**config.mk**
```make
export PLATFORM = sky130hd
export DESIGN_NAME = cell_key_rewriter
export DESIGN_NICKNAME = d
export VERILOG_FILES = /design/src/rtl/ckr_pkg.sv /design/src/rtl/ckr_edge_reg.sv /design/src/rtl/ckr_ctrl.sv /design/src/rtl/ckr_rewrite.sv /design/src/rtl/cell_key_rewriter.sv
export SDC_FILE = /design/constraint.sdc
export NUM_CORES = 1
export LEC_CHECK = 0
export BUFFER_PORTS_ARGS = -buffer_cell sky130_fd_sc_hd__buf_2
export CORE_MARGIN = 3
export CORE_UTILIZATION = 53
export CTS_BUF_LIST = sky130_fd_sc_hd__clkbuf_8
export DETAILED_ROUTE_END_ITERATION = 6
export HOLD_SLACK_MARGIN = 0.1
export PLACE_DENSITY = 0.86
export SYNTH_ARGS = -nofsm -noshare
export SYNTH_HDL_FRONTEND = slang
export SYNTH_SLANG_ARGS = --single-unit
```
**constraint.sdc**
```tcl
create_clock -name clk -period 2.1 [get_ports clk]
set_clock_uncertainty 0.05 [all_clocks]
set_input_delay 0.315 -clock clk [delete_from_list [all_inputs] [get_ports clk]]
set_output_delay 0.315 -clock clk [all_outputs]
set_load 0.03 [all_outputs]
```
**src/rtl/ckr_pkg.sv**
```systemverilog
package ckr_pkg;

    typedef enum logic [2:0] {
        ST_RST   = 3'd0,
        ST_PASS  = 3'd1,
        ST_KEY   = 3'd2,
        ST_TAIL  = 3'd3,
        ST_WRITE = 3'd4
    } ckr_state_e;

    localparam int CHAN_LSB = 4;
    localparam int CHAN_W   = 16;

endpackage

```
**src/rtl/ckr_edge_reg.sv**
```systemverilog
module ckr_edge_reg #(
    parameter int W = 34
) (
    input  logic         clk,
    input  logic         rst_n,
    input  logic [W-1:0] d,
    output logic [W-1:0] q
);
    logic [W-1:0] r_d, r_q;

    always_comb begin
        r_d = d;
    end

    always_ff @(posedge clk or negedge rst_n) begin
        if (!rst_n) r_q <= '0;
        else        r_q <= r_d;
    end

    assign q = r_q;
endmodule

```
**src/rtl/ckr_ctrl.sv**
```systemverilog
module ckr_ctrl
    import ckr_pkg::*;
#(
    parameter int          DATA_W     = 32,
    parameter int          CELL_WORDS = 14,
    parameter int          HDR_WORDS  = 2,
    parameter logic [15:0] CHAN_SEL   = 16'd5,
    parameter logic [31:0] KEY_WORD   = 32'h48454C4C,
    parameter logic [7:0]  KEY_TAIL   = 8'h4F
) (
    input  logic              clk,
    input  logic              rst_n,
    input  logic              soc,
    input  logic [DATA_W-1:0] word,
    output logic              do_tail,
    output logic              do_word
);
    localparam int CNT_W     = $clog2(CELL_WORDS + 1);
    localparam int POS_KEY   = HDR_WORDS;
    localparam int POS_TAIL  = HDR_WORDS + 1;
    localparam int POS_WRITE = HDR_WORDS + 2;

    typedef struct packed {
        ckr_state_e       state;
        logic [CNT_W-1:0] cnt;
    } ctrl_s;

    ctrl_s c_d, c_q;
    logic [CNT_W-1:0] pos;
    logic             chan_hit;
    logic             key_hit;
    logic             tail_hit;

    always_comb begin
        pos      = soc ? '0 : c_q.cnt;
        chan_hit = (word[CHAN_LSB +: CHAN_W] == CHAN_SEL);
        key_hit  = (word == KEY_WORD);
        tail_hit = (word[DATA_W-1 -: 8] == KEY_TAIL);

        c_d     = c_q;
        do_tail = 1'b0;
        do_word = 1'b0;

        if (pos != CNT_W'(CELL_WORDS)) c_d.cnt = pos + 1'b1;
        else                           c_d.cnt = pos;

        if (soc) begin
            c_d.state = chan_hit ? ST_KEY : ST_PASS;
        end else begin
            unique case (c_q.state)
                ST_KEY: begin
                    if (pos == CNT_W'(POS_KEY))
                        c_d.state = key_hit ? ST_TAIL : ST_PASS;
                end
                ST_TAIL: begin
                    if (pos == CNT_W'(POS_TAIL)) begin
                        do_tail   = tail_hit;
                        c_d.state = tail_hit ? ST_WRITE : ST_PASS;
                    end
                end
                ST_WRITE: begin
                    if (pos == CNT_W'(POS_WRITE)) begin
                        do_word   = 1'b1;
                        c_d.state = ST_PASS;
                    end
                end
                default: c_d.state = c_q.state;
            endcase
        end
    end

    always_ff @(posedge clk or negedge rst_n) begin
        if (!rst_n) begin
            c_q.state <= ST_RST;
            c_q.cnt   <= CNT_W'(CELL_WORDS);
        end else begin
            c_q <= c_d;
        end
    end

    // the position counter never runs past the cell length
    a_r1_cnt_bound: assert property (@(posedge clk) disable iff (!rst_n)
        c_q.cnt <= CNT_W'(CELL_WORDS));

    // a strobe always restarts at header word 0
    a_r8_soc_restart: assert property (@(posedge clk) disable iff (!rst_n)
        soc |=> (c_q.cnt == CNT_W'(1)));

    // an off-channel header drops the cell to pass-through
    a_r2_off_channel: assert property (@(posedge clk) disable iff (!rst_n)
        (soc && !chan_hit) |=> (c_q.state == ST_PASS));

    // the full-word rewrite only follows a successful tail check
    a_r5_write_after_tail: assert property (@(posedge clk) disable iff (!rst_n)
        (c_q.state == ST_WRITE) |-> ($past(c_q.state) == ST_TAIL));

    // at most one rewrite kind per word
    a_r5_one_rewrite: assert property (@(posedge clk) disable iff (!rst_n)
        $onehot0({do_tail, do_word}));

    // reset leaves the block in a state that rewrites nothing
    a_r10_idle_after_reset: assert property (@(posedge clk) disable iff (!rst_n)
        (c_q.state == ST_RST) |-> (!do_tail && !do_word));
endmodule

```
**src/rtl/ckr_rewrite.sv**
```systemverilog
module ckr_rewrite #(
    parameter int          DATA_W    = 32,
    parameter logic [23:0] REPL_LO   = 24'h20574F,
    parameter logic [31:0] REPL_WORD = 32'h524C442E
) (
    input  logic              do_tail,
    input  logic              do_word,
    input  logic [DATA_W-1:0] word_i,
    output logic [DATA_W-1:0] word_o
);
    localparam int LO_W = DATA_W - 8;

    always_comb begin
        if (do_word)      word_o = REPL_WORD;
        else if (do_tail) word_o = {word_i[DATA_W-1 -: 8], REPL_LO[LO_W-1:0]};
        else              word_o = word_i;
    end
endmodule

```
**src/rtl/cell_key_rewriter.sv**
```systemverilog
module cell_key_rewriter
    import ckr_pkg::*;
#(
    parameter int          DATA_W     = 32,
    parameter int          CELL_WORDS = 14,
    parameter int          HDR_WORDS  = 2,
    parameter logic [15:0] CHAN_SEL   = 16'd5,
    parameter logic [31:0] KEY_WORD   = 32'h48454C4C,
    parameter logic [7:0]  KEY_TAIL   = 8'h4F,
    parameter logic [23:0] REPL_LO    = 24'h20574F,
    parameter logic [31:0] REPL_WORD  = 32'h524C442E
) (
    input  logic              clk,
    input  logic              rst_n,
    input  logic [DATA_W-1:0] in_data,
    input  logic              in_soc,
    output logic              up_ready,
    output logic [DATA_W-1:0] out_data,
    output logic              out_soc,
    input  logic              dn_ready
);
    localparam int EDGE_W = DATA_W + 2;

    logic [EDGE_W-1:0] in_bus, in_q, out_bus, out_q;
    logic [DATA_W-1:0] rw_data;
    logic              do_tail, do_word;

    assign in_bus = {in_soc, dn_ready, in_data};

    ckr_edge_reg #(.W(EDGE_W)) u_in_edge (
        .clk(clk), .rst_n(rst_n), .d(in_bus), .q(in_q)
    );

    ckr_ctrl #(
        .DATA_W(DATA_W), .CELL_WORDS(CELL_WORDS), .HDR_WORDS(HDR_WORDS),
        .CHAN_SEL(CHAN_SEL), .KEY_WORD(KEY_WORD), .KEY_TAIL(KEY_TAIL)
    ) u_ctrl (
        .clk(clk), .rst_n(rst_n),
        .soc(in_q[EDGE_W-1]), .word(in_q[DATA_W-1:0]),
        .do_tail(do_tail), .do_word(do_word)
    );

    ckr_rewrite #(
        .DATA_W(DATA_W), .REPL_LO(REPL_LO), .REPL_WORD(REPL_WORD)
    ) u_rewrite (
        .do_tail(do_tail), .do_word(do_word),
        .word_i(in_q[DATA_W-1:0]), .word_o(rw_data)
    );

    assign out_bus = {in_q[EDGE_W-1], in_q[DATA_W], rw_data};

    ckr_edge_reg #(.W(EDGE_W)) u_out_edge (
        .clk(clk), .rst_n(rst_n), .d(out_bus), .q(out_q)
    );

    assign out_soc  = out_q[EDGE_W-1];
    assign up_ready = out_q[DATA_W];
    assign out_data = out_q[DATA_W-1:0];

    // Cycles since reset, saturating; gates the delay checks below.
    logic [1:0] warm_d, warm_q;
    always_comb warm_d = (warm_q == 2'd2) ? warm_q : warm_q + 2'd1;
    always_ff @(posedge clk or negedge rst_n) begin
        if (!rst_n) warm_q <= '0;
        else        warm_q <= warm_d;
    end

    // start-of-cell strobe delayed by two edges
    a_r1_soc_delay: assert property (@(posedge clk) disable iff (!rst_n)
        (warm_q == 2'd2) |-> (out_soc == $past(in_soc, 2)));

    // ready carried upstream with two edges of delay
    a_r9_ready_delay: assert property (@(posedge clk) disable iff (!rst_n)
        (warm_q == 2'd2) |-> (up_ready == $past(dn_ready, 2)));

    // words not flagged for rewrite leave unchanged
    a_r6_untouched: assert property (@(posedge clk) disable iff (!rst_n)
        (!do_tail && !do_word) |=> (out_data == $past(in_q[DATA_W-1:0])));

    // reset clears the output edge
    a_r10_reset_clear: assert property (@(posedge clk)
        !rst_n |-> (out_data == '0 && !out_soc && !up_ready));
endmodule

```
==> impl_metrics.json <==
{
  "die_area_um2": 5730,
  "yosys_warnings": 0,
  "rsz0062_at_grt": "no",
  "grt_pass1_wl_mm": 9.09,
  "die_height_um": 75.7,
  "syn_inst": 175,
  "clkTransAtPathRegs_ps": 80,
  "n_antenna_cell": 0,
  "ys_ff_latch": 75,
  "htree_levels": 3,
  "cts_sinks": 75,
  "start_kind": "register",
  "startpoint": "u_ctrl.c_q[1]$_DFF_PN1_",
  "p_per_area_nw_per_um2": 846,
  "fin_crit_sh_pct": 95.7,
  "drt-total-wl_mm": 5.76,
  "fin_crit_ps": 2010,
  "place_congestion": 0.838,
  "status": "finished clean",
  "io_buffer_count": 69,
  "timing.rr.start": "u_ctrl.c_q[1]$_DFF_PN1_",
  "r2r_end": "u_out_edge.q[14]$_DFF_PN0_",
  "power_mw": 3.05,
  "power.leakage_nw": 1.73,
  "synth.distinct_cells": 37,
  "clock_latency_ps": 340,
  "final_max_slew_viol_count": 0,
  "cts_tree": "yes",
  "cts.path.max_buffers": 2,
  "drc": 0,
  "drt_first_pass_iters": 4,
  "grt.busiest_layer": "met2",
  "grt.total_usage_pct": 22.9,
  "worstMarginPinSlew_ps": 526,
  "postCtsSetupRepairBufs": 0,
  "final_cell_mix": "dfrtp_1 (72), buf_2 (68), dlygate4sd3_1 (35)",
  "cts-root-buf": "clkbuf_8",
  "relSlewSlack_pct": 64.9,
  "syn_area_um2": 2580,
  "grt_pass1_vias": 1877,
  "synth_edf_count": 0,
  "reg2reg_depth": 7,
  "core_region_area_um2": 4530,
  "wl_per_cell_um": 15.9,
  "ir_drop_mv": 0.633,
  "vias": 1796,
  "finalSetupTns_ps": 0,
  "min_path_type": "register to register",
  "use_met2_pct": 41.2,
  "final_common_cell": "dfrtp_1",
  "dp_hpwl_mm": 3.57,
  "r2r_setup_slack_ps": 90,
  "synth_area_per_cell_um2": 14.7,
  "layout.nets": 332,
  "crit_path_end": "u_out_edge.q[14]$_DFF_PN0_",
  "timing_hold_violations_final": 0,
  "cp_max_fo": 11,
  "synthToLayoutAreaGrowth_pct": 40.1,
  "drtIter0Drc": 78,
  "end_kind": "register",
  "ioPinCount": 70,
  "grt_overflow": 0,
  "met1_usage_pct": 25.0,
  "core.rowCount": 24,
  "grt_start_max_net_pins": 46,
  "viasPerCell": 4.95,
  "critPathKind": "register to register",
  "ant_nets": 0,
  "cp.arrival_ps": 2190,
  "cp.required_ps": 2280,
  "timing.fmax_mhz": 497,
  "die_w_um": 75.7,
  "drive_gt1_share_pct": 36.6,
  "use_met3_pct": 5.80,
  "syn_nets": 214,
  "synthArstFlopShare_pct": 100,
  "setup_violations": 0,
  "drv_cap": 0,
  "cts_buffers": 9,
  "ys_seq_area_share_pct": 73.0,
  "antenna_found_initial": 0,
  "start_util_pct": 56.8,
  "ys.flop_type": "dfrtp_1"
}
==> kinds of logic after synthesis <==
group,after synthesis,synth area share (%)
adder cells (fa/ha/maj),3,1.46
XOR/XNOR,1,0.340
AND/OR/NAND/NOR,61,16.6
buffers and inverters,13,2.33
AO/OA/AOI/OAI,20,5.54
flip-flops,75,73.0
multiplexers,2,0.777
==> cell type report <==
class / instances / area, µm²
clock buffers: 10 / 138
clock inverters: 6 / 81.3
fillers: 244 / 925
inverters: 9 / 33.8
multi-input cells: 87 / 644
flip-flops and latches: 75 / 1880
well taps: 65 / 81.3
repair buffers: 111 / 751
==> synthesized netlist by cell type, types with 4 or more instances <==
| cell | instances | area [µm²] |
|---|---|---|
| nand2b_1 | 9 | 56.3 |
| dfrtp_1 | 72 | 1800 |
| nand3_1 | 5 | 25.0 |
| and2_4 | 9 | 78.8 |
| o21ai_0 | 6 | 30.0 |
| or2b_1 | 4 | 30.0 |
| inv_1 | 9 | 33.8 |
| and2_1 | 5 | 31.3 |
| o21a_1 | 8 | 60.1 |
==> critical path, stage by stage, from the launching register on <==
cell	delay, ps
dfstp_2	550
nor2b_2	190
inv_1	60
ha_1	190
and4_1	200
a31oi_2	220
buf_4	210
or2b_1	240
==> metrics by stage <==
step | setup WS, ps | hold WS, ps | instances | cell area, µm² | util, %
global placement | 92.4 | 274 | 312 | 3030 | 66.9
finish | 89.9 | 317 | 363 | 3610 | 79.6
CTS | 10.2 | 317 | 363 | 3600 | 79.4
global route | 0.875 | 327 | 363 | 3610 | 79.6
floorplan | 261 | -30.6 | 175 | 2580 | -
detailed placement | 24.5 | 280 | 312 | 3030 | 66.9
==> flip-flops by register name, summed over array words and instances, names as in the netlist <==
signal	flops
u_in_edge.q	34
u_ctrl.c_q	7
u_out_edge.q	34
==> where the power goes <==
group	switching, mW	internal (mW)	leakage [nW]	total, mW
combinational	0.164	0.134	0.737	0.299
clock	0.501	0.693	0.119	1.19
sequential	0.0392	1.52	0.871	1.56
total	0.705	2.35	1.73	3.05
==> worst min-delay path by stage <==
| stage | from | endpoint | slack [ps] | depth (start not counted) |
|---|---|---|---|---|
| 3_3_place_gp | rst_n | u_in_edge.q[9]$_DFF_PN0_ | 270 | 1 |
| 4_1_cts | u_in_edge.q[32]$_DFF_PN0_ | u_out_edge.q[32]$_DFF_PN0_ | 320 | 0 |
| 5_1_grt | u_in_edge.q[32]$_DFF_PN0_ | u_out_edge.q[32]$_DFF_PN0_ | 330 | 0 |
| 2_1_floorplan | rst_n | u_ctrl.c_q[0]$_DFF_PN0_ | -30 | 0 |
| 6_report | u_in_edge.q[32]$_DFF_PN0_ | u_out_edge.q[32]$_DFF_PN0_ | 320 | 0 |
| 3_5_place_dp | rst_n | u_in_edge.q[7]$_DFF_PN0_ | 280 | 1 |
==> repair_timing <==
item / in CTS / in global routing
gates resized for setup: 0 / 3
hold buffers: 35 / 0
hold endpoints to repair: 77 / 0
endpoints found under the setup margin: 0 / 10
==> routing by layer <==
metal  wire, µm  vias to the layer above  part of all wire [%]
met1       2100                      886                    37
met5          0                        -                     0
met3        258                       14                   4.5
met4        110                        0                   1.9
met2       3280                       70                    57
li1           -                      826                     -
Power figures use the tool's default switching activity.
